[config.mk]
export PLATFORM = sky130hd
export DESIGN_NAME = mdio_cmd_master
export DESIGN_NICKNAME = d
export VERILOG_FILES = /design/src/rtl/mdio_pkg.sv /design/src/rtl/mdio_ctrl.sv /design/src/rtl/mdio_data.sv /design/src/rtl/mdio_cmd_master.sv
export SDC_FILE = /design/constraint.sdc
export NUM_CORES = 1
export LEC_CHECK = 0
export ABC_AREA = 1
export CAP_MARGIN = 10
export CORE_UTILIZATION = 44
export CTS_CLUSTER_SIZE = 14
export DETAILED_ROUTE_END_ITERATION = 10
export PLACE_DENSITY = 0.66
export SYNTH_ARGS = -nofsm -noshare
export SYNTH_HDL_FRONTEND = slang
export SYNTH_SLANG_ARGS = --single-unit
export TNS_END_PERCENT = 50
[constraint.sdc]
create_clock -name clk -period 2.8 [get_ports clk]
set_clock_uncertainty 0.1 [all_clocks]
set_input_delay 0.42 -clock clk [delete_from_list [all_inputs] [get_ports clk]]
set_output_delay 0.42 -clock clk [all_outputs]
set_load 0.01 [all_outputs]
[src/rtl/mdio_pkg.sv]
package mdio_pkg;
  localparam int PRE_LEN   = 35;
  localparam int FRAME_LEN = PRE_LEN + 32;
  localparam int TA_IDX    = PRE_LEN + 14;
  localparam int RD_FIRST  = TA_IDX + 1;
  localparam int RD_LAST   = TA_IDX + 16;
  localparam int WR_LAST   = TA_IDX + 17;
  localparam int ID_REG    = 3;

  localparam int CMD_RD_BIT = 27;
  localparam int CMD_WR_BIT = 26;
  localparam int STS_BUSY   = 31;
  localparam int STS_DONE   = 28;

  typedef struct packed {
    logic        load;
    logic        shift;
    logic        sample;
    logic        finish;
    logic        isRead;
    logic        isScan;
    logic [4:0]  phy;
    logic [4:0]  regAd;
    logic [15:0] wdata;
  } mdioStrobe_t;
endpackage

[src/rtl/mdio_ctrl.sv]
module mdio_ctrl
  import mdio_pkg::*;
#(
  parameter int HALF_DIV = 10
) (
  input  logic        clk,
  input  logic        rstN,
  input  logic        cmdWrEn,
  input  logic        cmdRd,
  input  logic        cmdWr,
  input  logic [4:0]  cmdPhy,
  input  logic [4:0]  cmdReg,
  input  logic [15:0] cmdData,
  input  logic        scanStart,
  input  logic        answerValid,
  output mdioStrobe_t stb,
  output logic        busy,
  output logic        mdc,
  output logic        mdioOe
);
  localparam int PHASE_MAX = 2 * HALF_DIV - 1;
  localparam int PH_W      = $clog2(2 * HALF_DIV);
  localparam int BIT_W     = $clog2(FRAME_LEN);

  logic [PH_W-1:0]  phase;
  logic [BIT_W-1:0] bitCnt;
  logic             isRead, isScan;
  logic [4:0]       phy, regAd;
  logic [15:0]      wdata;

  logic cmdHit, accept, bitEnd, lastBit, finish, nextScan, load;
  logic nRead, nScan;
  logic [4:0] nPhy, nReg;
  logic [15:0] nData;

  assign cmdHit   = cmdWrEn && (cmdRd || cmdWr);
  assign accept   = !busy && (cmdHit || scanStart);
  assign bitEnd   = busy && (phase == PH_W'(PHASE_MAX));
  assign lastBit  = isRead ? (bitCnt == BIT_W'(RD_LAST)) : (bitCnt == BIT_W'(WR_LAST));
  assign finish   = bitEnd && lastBit;
  assign nextScan = finish && isScan && !answerValid && (phy != 5'd31);
  assign load     = accept || nextScan;

  always_comb begin
    nRead = isRead;
    nScan = isScan;
    nPhy  = phy;
    nReg  = regAd;
    nData = wdata;
    if (accept) begin
      if (cmdHit) begin
        nRead = cmdRd;
        nScan = 1'b0;
        nPhy  = cmdPhy;
        nReg  = cmdReg;
        nData = cmdData;
      end else begin
        nRead = 1'b1;
        nScan = 1'b1;
        nPhy  = 5'd0;
        nReg  = 5'(ID_REG);
        nData = 16'h0000;
      end
    end else if (nextScan) begin
      nPhy = phy + 5'd1;
    end
  end

  always_comb begin
    stb.load   = load;
    stb.shift  = bitEnd && !lastBit;
    stb.sample = bitEnd && isRead && (bitCnt >= BIT_W'(RD_FIRST));
    stb.finish = finish;
    stb.isRead = nRead;
    stb.isScan = nScan;
    stb.phy    = nPhy;
    stb.regAd  = nReg;
    stb.wdata  = nData;
  end

  always_ff @(posedge clk or negedge rstN) begin
    if (!rstN) begin
      busy   <= 1'b0;
      phase  <= '0;
      bitCnt <= '0;
      isRead <= 1'b0;
      isScan <= 1'b0;
      phy    <= '0;
      regAd  <= '0;
      wdata  <= '0;
    end else begin
      if (load) begin
        busy   <= 1'b1;
        phase  <= '0;
        bitCnt <= '0;
        isRead <= nRead;
        isScan <= nScan;
        phy    <= nPhy;
        regAd  <= nReg;
        wdata  <= nData;
      end else if (busy) begin
        if (finish) begin
          busy  <= 1'b0;
          phase <= '0;
        end else if (bitEnd) begin
          phase  <= '0;
          bitCnt <= bitCnt + BIT_W'(1);
        end else begin
          phase <= phase + PH_W'(1);
        end
      end
    end
  end

  assign mdc    = busy && (phase >= PH_W'(HALF_DIV));
  assign mdioOe = busy && !(isRead && (bitCnt >= BIT_W'(TA_IDX)));
endmodule

[src/rtl/mdio_data.sv]
module mdio_data
  import mdio_pkg::*;
(
  input  logic        clk,
  input  logic        rstN,
  input  mdioStrobe_t stb,
  input  logic        mdioIn,
  output logic        mdioOut,
  output logic        answerValid,
  output logic        rdDone,
  output logic [15:0] rdData,
  output logic [4:0]  scanAddr,
  output logic        scanMiss,
  output logic        scanValid
);
  logic [FRAME_LEN-1:0] frameSr;
  logic [15:0]          inSr;
  logic [15:0]          captured;

  assign captured    = {inSr[14:0], mdioIn};
  assign answerValid = (captured != 16'h0000) && (captured != 16'hFFFF);
  assign mdioOut     = frameSr[FRAME_LEN-1];

  always_ff @(posedge clk or negedge rstN) begin
    if (!rstN) begin
      frameSr <= '0;
      inSr    <= '0;
    end else begin
      if (stb.load)
        frameSr <= {{PRE_LEN{1'b1}}, 2'b01, (stb.isRead ? 2'b10 : 2'b01),
                    stb.phy, stb.regAd, 2'b10, stb.wdata};
      else if (stb.shift)
        frameSr <= {frameSr[FRAME_LEN-2:0], 1'b0};
      if (stb.sample)
        inSr <= captured;
    end
  end

  always_ff @(posedge clk or negedge rstN) begin
    if (!rstN) begin
      rdDone    <= 1'b0;
      rdData    <= '0;
      scanAddr  <= '0;
      scanMiss  <= 1'b0;
      scanValid <= 1'b0;
    end else begin
      if (stb.finish && stb.isRead && !stb.isScan) begin
        rdData <= captured;
        rdDone <= 1'b1;
      end else if (stb.load && !stb.isScan) begin
        rdDone <= 1'b0;
      end
      if (stb.finish && stb.isScan) begin
        if (answerValid) begin
          scanAddr  <= stb.phy;
          scanMiss  <= 1'b0;
          scanValid <= 1'b1;
        end else if (stb.phy == 5'd31) begin
          scanAddr  <= 5'd1;
          scanMiss  <= 1'b1;
          scanValid <= 1'b1;
        end
      end else if (stb.load && stb.isScan) begin
        scanValid <= 1'b0;
      end
    end
  end
endmodule

[src/rtl/mdio_cmd_master.sv]
module mdio_cmd_master
  import mdio_pkg::*;
#(
  parameter int HALF_DIV = 10
) (
  input  logic        clk,
  input  logic        rstN,
  input  logic        cmdWrEn,
  input  logic [31:0] cmdWrData,
  input  logic        scanStart,
  input  logic        mdioIn,
  output logic        mdc,
  output logic        mdioOut,
  output logic        mdioOe,
  output logic [31:0] regRd,
  output logic [4:0]  scanAddr,
  output logic        scanMiss,
  output logic        scanValid
);
  mdioStrobe_t stb;
  logic        busy, answerValid, rdDone;
  logic [15:0] rdData;
  logic        unusedCmdBits;

  assign unusedCmdBits = ^cmdWrData[31:28];

  mdio_ctrl #(.HALF_DIV(HALF_DIV)) u_ctrl (
    .clk(clk), .rstN(rstN), .cmdWrEn(cmdWrEn),
    .cmdRd(cmdWrData[CMD_RD_BIT]), .cmdWr(cmdWrData[CMD_WR_BIT]),
    .cmdPhy(cmdWrData[25:21]), .cmdReg(cmdWrData[20:16]), .cmdData(cmdWrData[15:0]),
    .scanStart(scanStart), .answerValid(answerValid),
    .stb(stb), .busy(busy), .mdc(mdc), .mdioOe(mdioOe)
  );

  mdio_data u_data (
    .clk(clk), .rstN(rstN), .stb(stb), .mdioIn(mdioIn),
    .mdioOut(mdioOut), .answerValid(answerValid), .rdDone(rdDone), .rdData(rdData),
    .scanAddr(scanAddr), .scanMiss(scanMiss), .scanValid(scanValid)
  );

  assign regRd = {busy, 2'b00, rdDone, 12'h000, rdData};
endmodule

# After elaboration in Yosys (flattened, before gate mapping)
# Index checks and enable logic that the tools add are counted.
# Widths: inputs -> output; s select.
# word_totals
latch_bits	0
ff_bits	147
rom_bits	0
elab_cells	101
ram_bits	0
inputBits	37
memories	0
# classes
n_eq_ne	8
order_cmp	3
n_shift	0
muxes	35
n_addsub	3
n_bitwise	0
div_mod_pow	0
reduce_logical	37
multipliers	0
# ops
cell	count
$mux 67	2
$mux 5	11
$mux 16	2
$mux 7	4
$logic_and 1x1->1	19
$ne 16x16->1 const B	1
$reduce_bool 16->1	1
$mux 1	15
$eq 7x7->1 const B	2
$ge 7x6->1 const B	2
$reduce_bool 2->1	6
$add 5x1->5 const B	2
$eq 5x5->1 const B	2
$add 7x1->7 const B	1
$ge 5x4->1 const B	1
$logic_not 1->1	5
$ne 5x5->1 const B	1
$reduce_and 2->1	2
$logic_or 1x1->1	3
$ne 3x3->1 const B	1
$reduce_and 3->1	1
$mux 2	1
$ne 2x2->1 const B	1

# Depth between registers and ports, before layout
# Gate-level depths: netlist of the first run.
# logic_depth
ltp_word	12
mapped_depth	17
mapped_depth_nobuf	17

# Hierarchy
# From an unflattened synthesis of the first run, not the netlist that was laid out.
# hier_totals
hier_cells	705
hier_area_um2	6841.6
# modules_own_cells
mod	cells_per_inst	instances	area_per_inst_um2
mdio_data	444	1	4381.7
mdio_ctrl	244	1	2336.0
mdio_cmd_master	17	1	123.9

# Worst setup path before layout of the first run
# Ideal clock, no wire load.
# synth_timing
kind	register -> register
start	reg u_ctrl.phy[0]
end	reg u_data.scanAddr[0]
arrival_ns	1.792
setup_time_ns	0.117
t_required_ns	2.583
path_buffers	0
slack_ns	0.791
path_stages_with_launch	17
cell_sequence	dfrtp_1 > ha_1 > nand2_1 > nor2_1 > ha_1 > nor2_1 > nand3_4 > nand2_4 > o21ai_1 > nand2_1 > nand2_2 > nand2_1 > inv_2 > nand2_4 > nand2_1 > nand2_1 > nand2_1
# synth_via
elab_chain_len	7
elab_cells_between_ends	9
cone_classes	add/sub: 1; eq/ne: 2; mux: 3; reduce/logical: 3
# synth_lines
element	line_no	source
from (decl)	mdio_ctrl.sv:28	logic [4:0] phy, regAd;
from (signal assigned)	mdio_ctrl.sv:98	phy <= nPhy;
parallel branches: the longest is 2 deep, another holds $add 5x1->5	n/a	
$mux 5 (*)	mdio_ctrl.sv:64	end else if (nextScan) begin
$mux 5 (*)	mdio_ctrl.sv:50	if (accept) begin
$eq 5x5->1	mdio_data.sv:58	end else if (stb.phy == 5'd31) begin
$reduce_bool 2->1 (no source line)	n/a	
$reduce_and 2->1 (no source line)	n/a	
to (signal assigned)	mdio_data.sv:55	scanAddr <= stb.phy;
to (decl)	mdio_data.sv:12	output logic [4:0] scanAddr,
# Every way passes the cells marked *.
# A chain may end at the register's enable or synchronous reset.

# Worst setup path after layout of the first run
# layout_timing
start	reg u_ctrl.bitCnt[1]
end	out mdioOe
# layout_via
elab_chain_len	4
# layout_lines
element	line_no	source
from (decl)	mdio_ctrl.sv:26	logic [BIT_W-1:0] bitCnt;
from (signal assigned)	mdio_ctrl.sv:107	bitCnt <= bitCnt + BIT_W'(1);
$ge 7x6->1	mdio_ctrl.sv:116	assign mdioOe = busy && !(isRead && (bitCnt >= BIT_W'(TA_IDX)));
$logic_and 1x1->1	mdio_ctrl.sv:116	
$logic_not 1->1	mdio_ctrl.sv:116	
$logic_and 1x1->1	mdio_ctrl.sv:116	
to (decl)	mdio_cmd_master.sv:14	output logic mdioOe,
# Every way passes these cells.

==> results.cfg, run 1 <==
[global_route]
antenna_found_initial = 0
overflow = 0
grt_pass1_wl_mm = 22.7
grt_max_degree = 75
track_usage_pct = 19.2
grt_pass1_vias = 4822

[cts]
cts.clk_slew.worst_paths_ps = 60
insertion_delay_ps = 420
cts_buffer_depth = 2
root_buffer = clkbuf_16
cts_buffers = 17
cts_tree = built
cts_max_level = 4
cts.sinks = 147

[setup_path]
r2r_setup_slack_ps = 430
cp.required_ps = 2280
r2r_end = u_data.frameSr[27]
path_max_fanout = 7
endpoint_kind = output pin
startpoint_type = flip-flop
worstSetupPathType = reg -> out
arrival_ps = 2090
r2r.worst_path.cells = 12
reg2reg_from = u_ctrl.phase[1]

[cells_and_area]
antenna_cells = 0
drive_above_1_share_pct = 8.39
final_util_pct = 54.8
nets = 830
area_growth_pct = 21.7

[floorplan]
fp.dieH_um = 124
core_mm2 = 0.0145
placementRows = 44
initial_utilization_pct = 45.0
fp.dieW_um = 124
io_pins = 79
fp.dieArea_mm2 = 0.0153

[routing]
dr.max_layer_used = met4
drt-total-wl_mm = 13.3
antenna_left = 0
drt_first_iter_violations = 395
drc = 0
post_drt_via_cell_ratio = 5.08
firstDrtPassIters = 5
vias = 4990
routed-wl-met3_um = 553
met2_length_mm = 6.43
wl_per_cell_um = 13.5
m1WireLength_mm = 6.15

[placed_design]
gp_congestion = 0.862
pre_cts_ws_ps = 184
portBuffers = 60
dp_hpwl_mm = 8.69

[yosys]
synth.ff_latch_count = 147
synth_area_mm2 = 0.00652
syn_avg_cell_area_um2 = 8.93
ys_warn_count = 0
synth-seq-area-share_pct = 56.4
synthCells = 730
synthDistinctLibCells = 38

[sta]
setup_viol = 0
hold_viol = 0
drv_slew = 0
post-route-period-util_pct = 93.2
rsz0062_at_grt = false
period_minus_slack_ps = 2610
worst_slack_ps = 189
fin_tns_setup_ps = 0
max_freq_mhz = 383

[power_and_ir_drop]
swShare_pct = 32.9
power_leakage_nw = 3.88
p_switching_mw = 2.66
pwr-share-comb_pct = 28.9
clkPwrFrac_pct = 29.7
power_density_mw_per_mm2 = 1020
ir_drop_mv = 0.479
intPower_mw = 5.43
seqPwrFrac_pct = 41.4

[worst_hold_path]
hp-class = in -> async

[job]
maxCapViolCount = 0

[status]
outcome = complete, no violations
cells in the mapped netlist:
cell / count / area share (%)
clkbuf_1: 20 / 1.2
nand3_1: 65 / 5.0
nand3_4: 1 / 0.27
nand4_1: 6 / 0.58
xor2_1: 4 / 0.54
a22oi_1: 7 / 0.81
a21oi_1: 13 / 1.0
nor3_1: 2 / 0.15
mux2_2: 1 / 0.17
buf_4: 17 / 2.0
xnor2_1: 1 / 0.13
o22ai_1: 4 / 0.38
nand3b_2: 1 / 0.17
o211ai_1: 7 / 0.81
nor3b_1: 1 / 0.12
o21ai_1: 2 / 0.15
o22a_1: 2 / 0.27
a21boi_0: 1 / 0.12
nor2_4: 3 / 0.52
ha_1: 7 / 1.3
nand2_1: 205 / 12
inv_2: 6 / 0.35
and3_1: 1 / 0.096
a21o_1: 2 / 0.23
dfrtp_1: 147 / 56
o21ai_0: 65 / 5.0
buf_1: 4 / 0.23
o31ai_1: 3 / 0.35
nand3b_1: 1 / 0.12
conb_1: 1 / 0.058
a22o_1: 19 / 2.6
nor2_2: 3 / 0.29
buf_2: 8 / 0.61
nand2_4: 2 / 0.35
inv_1: 70 / 4.0
nor2_1: 22 / 1.3
nand2_2: 4 / 0.38
a211oi_1: 2 / 0.23
layout make-up:
class	instances	area, um^2
fillers	1281	6550
flip-flops and latches	147	3680
multi-input cells	471	2350
repair buffers	73	752
clock buffers	20	457
inverters	76	285
well taps	184	230
clock inverters	12	178
through the flow:
step	std cells	total power, mW	hold slack [ps]	instance area, um^2
after CTS	983	8.16	385	7930
after floorplan	743	4.99	24.4	6570
after global routing	983	8.68	403	7930
final	983	8.09	372	7930
after global placement	950	5.58	246	7280
after detailed placement	950	5.71	248	7280
power by group through the flow:
stage / Sequential, mW / Combinational, mW / Clock (mW)
finish: 3.35 / 2.34 / 2.40
global route: 3.43 / 2.70 / 2.55
CTS: 3.34 / 2.37 / 2.45
detailed placement: 3.36 / 2.35 / 0
global placement: 3.33 / 2.25 / 0
floorplan: 3.27 / 1.71 / 0
kinds of logic after synthesis:
kind of cell | Yosys count | synth area share, %
flip-flops | 147 | 56.4
buffers and inverters | 125 | 8.33
AO/OA/AOI/OAI | 127 | 11.9
adder cells (fa/ha/maj) | 7 | 1.34
other | 1 | 0.0575
AND/OR/NAND/NOR | 317 | 21.1
XOR/XNOR | 5 | 0.672
multiplexers | 1 | 0.173
metal layers:
metal  global-route usage, %  up-vias
met3                    5.31       17
li1                        -     2453
met5                       0        -
met2                    30.6      115
met4                    5.72        0
met1                    25.5     2405
critical path: stages (launching register included):
cell and delay [ps]:
dfrtp_2 420, inv_1 80, ha_1 170, a22oi_1 160, o21ai_0 100, a21oi_1 160, clkdlybuf4s50_1 570
placed cells by master (no fill, tap or decap), types with 5 or more instances in the layout:
cell type	n
nand2_1	204
dfrtp_1	146
inv_1	70
o21ai_0	65
nand3_1	65
clkdlybuf4s50_1	59
nor2_1	22
a22o_1	19
clkbuf_16	17
conb_1	14
a21oi_1	13
buf_4	8
a22oi_1	7
o211ai_1	7
ha_1	7
inv_2	6
nand4_1	6
nand2_2	5
state kept, by name (all words and copies together), names as in the netlist:
signal	flops
u_ctrl.phase	5
u_data.scanValid	1
u_data.scanMiss	1
u_data.rdData	16
u_data.inSr	15
u_data.rdDone	1
u_ctrl.bitCnt	7
u_data.scanAddr	5
u_ctrl.wdata	16
u_ctrl.busy	1
u_ctrl.phy	5
u_ctrl.isRead	1
u_ctrl.isScan	1
u_data.frameSr	67
u_ctrl.regAd	5
worst max path at each step:
stage | slack, ps | end | depth (start not counted) | startpoint
finish | 190 | mdioOe | 6 | u_ctrl.bitCnt[1]
detailed placement | 180 | u_data.frameSr[27] | 12 | cmdWrData[27]
CTS | 120 | mdioOe | 6 | u_ctrl.bitCnt[1]
floorplan | 790 | u_data.scanAddr[0] | 16 | u_ctrl.phy[0]
global route | 10 | mdioOe | 6 | u_ctrl.bitCnt[1]
global placement | 240 | u_data.frameSr[27] | 13 | mdioIn
what timing repair did:
item / in CTS / in global routing
endpoints found under the hold margin: 37 / 0
setup endpoints to repair: 0 / 1
hold buffers: 1 / 0
buffers inserted: 0 / 0
gates resized for setup: 0 / 1
(Power assumes the default switching activity.)
==> inputs of run 2 (changes only) <==
--- a/config.mk
+++ b/config.mk
@@ -10,7 +10,7 @@
 export CORE_UTILIZATION = 44
 export CTS_CLUSTER_SIZE = 14
 export DETAILED_ROUTE_END_ITERATION = 10
-export PLACE_DENSITY = 0.66
+export PLACE_DENSITY = 0.69
 export SYNTH_ARGS = -nofsm -noshare
 export SYNTH_HDL_FRONTEND = slang
 export SYNTH_SLANG_ARGS = --single-unit
==> constraint.sdc (replaced) <==
create_clock -name clk -period 2.3 [get_ports clk]
set_clock_uncertainty 0.1 [all_clocks]
set_input_delay 0.345 -clock clk [delete_from_list [all_inputs] [get_ports clk]]
set_output_delay 0.345 -clock clk [all_outputs]
set_load 0.01 [all_outputs]
==> run 2 against run 1 <==
Clock power increased by 18%. Sequential share of layout area decreased by 1.4 points. Sequential power increased by 22%. Wire length increased by 4.2%. Critical path depth increased by 8. Flip-flop and latch count unchanged. Global-route usage increased by 0.36 points. Hold slack got worse by 60 ps. Count of clock-buffer cells in the layout increased by 3. Via count increased by 3.6%. Combinational power increased by 35%. Utilization increased by 1.8 points. Highest routed layer unchanged.
==> results.cfg, run 2 (same netlist as run 1, synthesis figures left out) <==
[routing]
post_drt_via_cell_ratio = 5.10
antenna_left = 0
drt_first_iter_violations = 532
vias = 5169
drt-total-wl_mm = 13.8
wl_per_cell_um = 13.7
firstDrtPassIters = 5
drc = 0

[cts]
cts_tree = built
cts.sinks = 147
cts_buffer_depth = 2
cts_max_level = 4
cts_buffers = 17
insertion_delay_ps = 420
root_buffer = clkbuf_16
cts.clk_slew.worst_paths_ps = 60

[sta]
max_freq_mhz = 450
rsz0062_at_grt = true
drv_slew = 0
post-route-period-util_pct = 96.7
setup_viol = 0
worst_slack_ps = 76.1
hold_viol = 0
period_minus_slack_ps = 2220
fin_tns_setup_ps = 0

[cells_and_area]
largest_reg_flops = 67
nets = 860
final_util_pct = 56.5
top_regs = u_data.frameSr (67), u_ctrl.wdata (16), u_data.rdData (16)
drive_above_1_share_pct = 12.5
area_growth_pct = 25.6
top_register = u_data.frameSr
n_fill_cell = 1227
layout_common_cells = nand2_1, dfrtp_1, inv_1, o21ai_0, nand3_1
final_common_cell = nand2_1
antenna_cells = 0

[placed_design]
gp_congestion = 0.856
portBuffers = 60
dp_hpwl_mm = 8.91
pre_cts_ws_ps = -140

[setup_path]
path_max_fanout = 8
endpoint_kind = flip-flop
cpPeakStageDelay_ps = 380
startpoint_type = flip-flop
arrival_ps = 2430
worstSetupPathType = reg -> reg
cp.required_ps = 2510
cp_slowest_cell = dfrtp_1
path_cells = ha_2 -> nand2_2 -> nor2_4 -> nand3_4 -> nor2_4 -> nand3_1 -> nand2_1 -> nand2_1 -> nand2_1 -> nand3_1 -> nor2_4 -> nand2_4 -> nand3_1 -> nand2_1
crit_path_frequent_cell = nand2_1

[global_route]
grt_max_degree = 67
grt_pass1_wl_mm = 23.2
grt_pass1_vias = 4944
antenna_found_initial = 0
overflow = 0
track_usage_pct = 19.6

[power_and_ir_drop]
power_leakage_nw = 4.01
power_mw = 10.1
power_density_mw_per_mm2 = 1230
ir_drop_mv = 0.587

[job]
maxCapViolCount = 0

[floorplan]
initial_utilization_pct = 45.0
placementRows = 44
io_pins = 79
fp.dieH_um = 124
core_mm2 = 0.0145
fp.dieArea_mm2 = 0.0153
fp.dieW_um = 124

[worst_hold_path]
hp-class = in -> async

[status]
outcome = complete, no violations
[run 2: cell count changes in the layout (fill, tap and decap cells not counted), sizes merged]
cell	change
inv	-1
buf	+30
bufinv	-1
clkinvlp	+2
clkbuf	+4
clkinv	-3
dlygate4sd2	+1
clkdlybuf4s50	-2
[run 2: layer usage]
metal	track usage, %	vias up	part of all wire, %
met5	0	-	0
met4	6.93	0	1.4
met3	4.58	14	3.8
met2	31.0	114	48
met1	26.3	2529	47
li1	-	2512	-
[run 2: cell type report]
cell class	count	area (um^2)	share of cell area (%)
flip-flops and latches	147	3680	45.0
clock buffers	23	478	5.84
inverters	76	285	3.49
clock inverters	9	128	1.56
repair buffers	103	987	12.1
multi-input cells	471	2390	29.2
well taps	184	230	2.81
[run 2: critical path, delay by kind of cell, from the launching register on]
kind,cells,cell delay (ps)
fa+ha+maj,1,210
flops,1,380
simple gates,13,1420
[run 2: worst paths after layout]
path	from	end	slack (ps)	cells past startpoint
worst max-delay path	u_ctrl.phase[0]	u_data.scanAddr[1]	80	14
worst min-delay path	rstN	u_data.frameSr[64]	310	2
worst max register to register	u_ctrl.phase[0]	u_data.scanAddr[1]	80	14
worst min register to register	u_data.rdData[3]	u_data.rdData[3]	380	2
max in group asynchronous	rstN	u_data.inSr[14]	1100	3
min in group clk	u_data.rdData[3]	u_data.rdData[3]	380	2
[run 2: per-stage QoR]
step	cells	cell area, um^2	hold WS (ps)
after floorplan	743	6570	-50.6
after global placement	973	7470	204
after detailed placement	973	7470	207
after CTS	1006	8090	336
after global routing	1013	8180	394
final	1013	8180	312
[run 2: what timing repair did]
item | CTS | global route
endpoints found under the hold margin | 45 | 0
hold buffers | 1 | 0
resized for setup | 4 | 15
endpoints found under the setup margin | 5 | 10
setup buffers | 0 | 7
pin swaps | 0 | 5
[run 2: report_power, final]
| part | internal [mW] | switching, mW |
|---|---|---|
| Sequential | 3.54 | 0.541 |
| Clock | 1.79 | 1.03 |
| Combinational | 1.42 | 1.74 |
| Total | 6.74 | 3.32 |
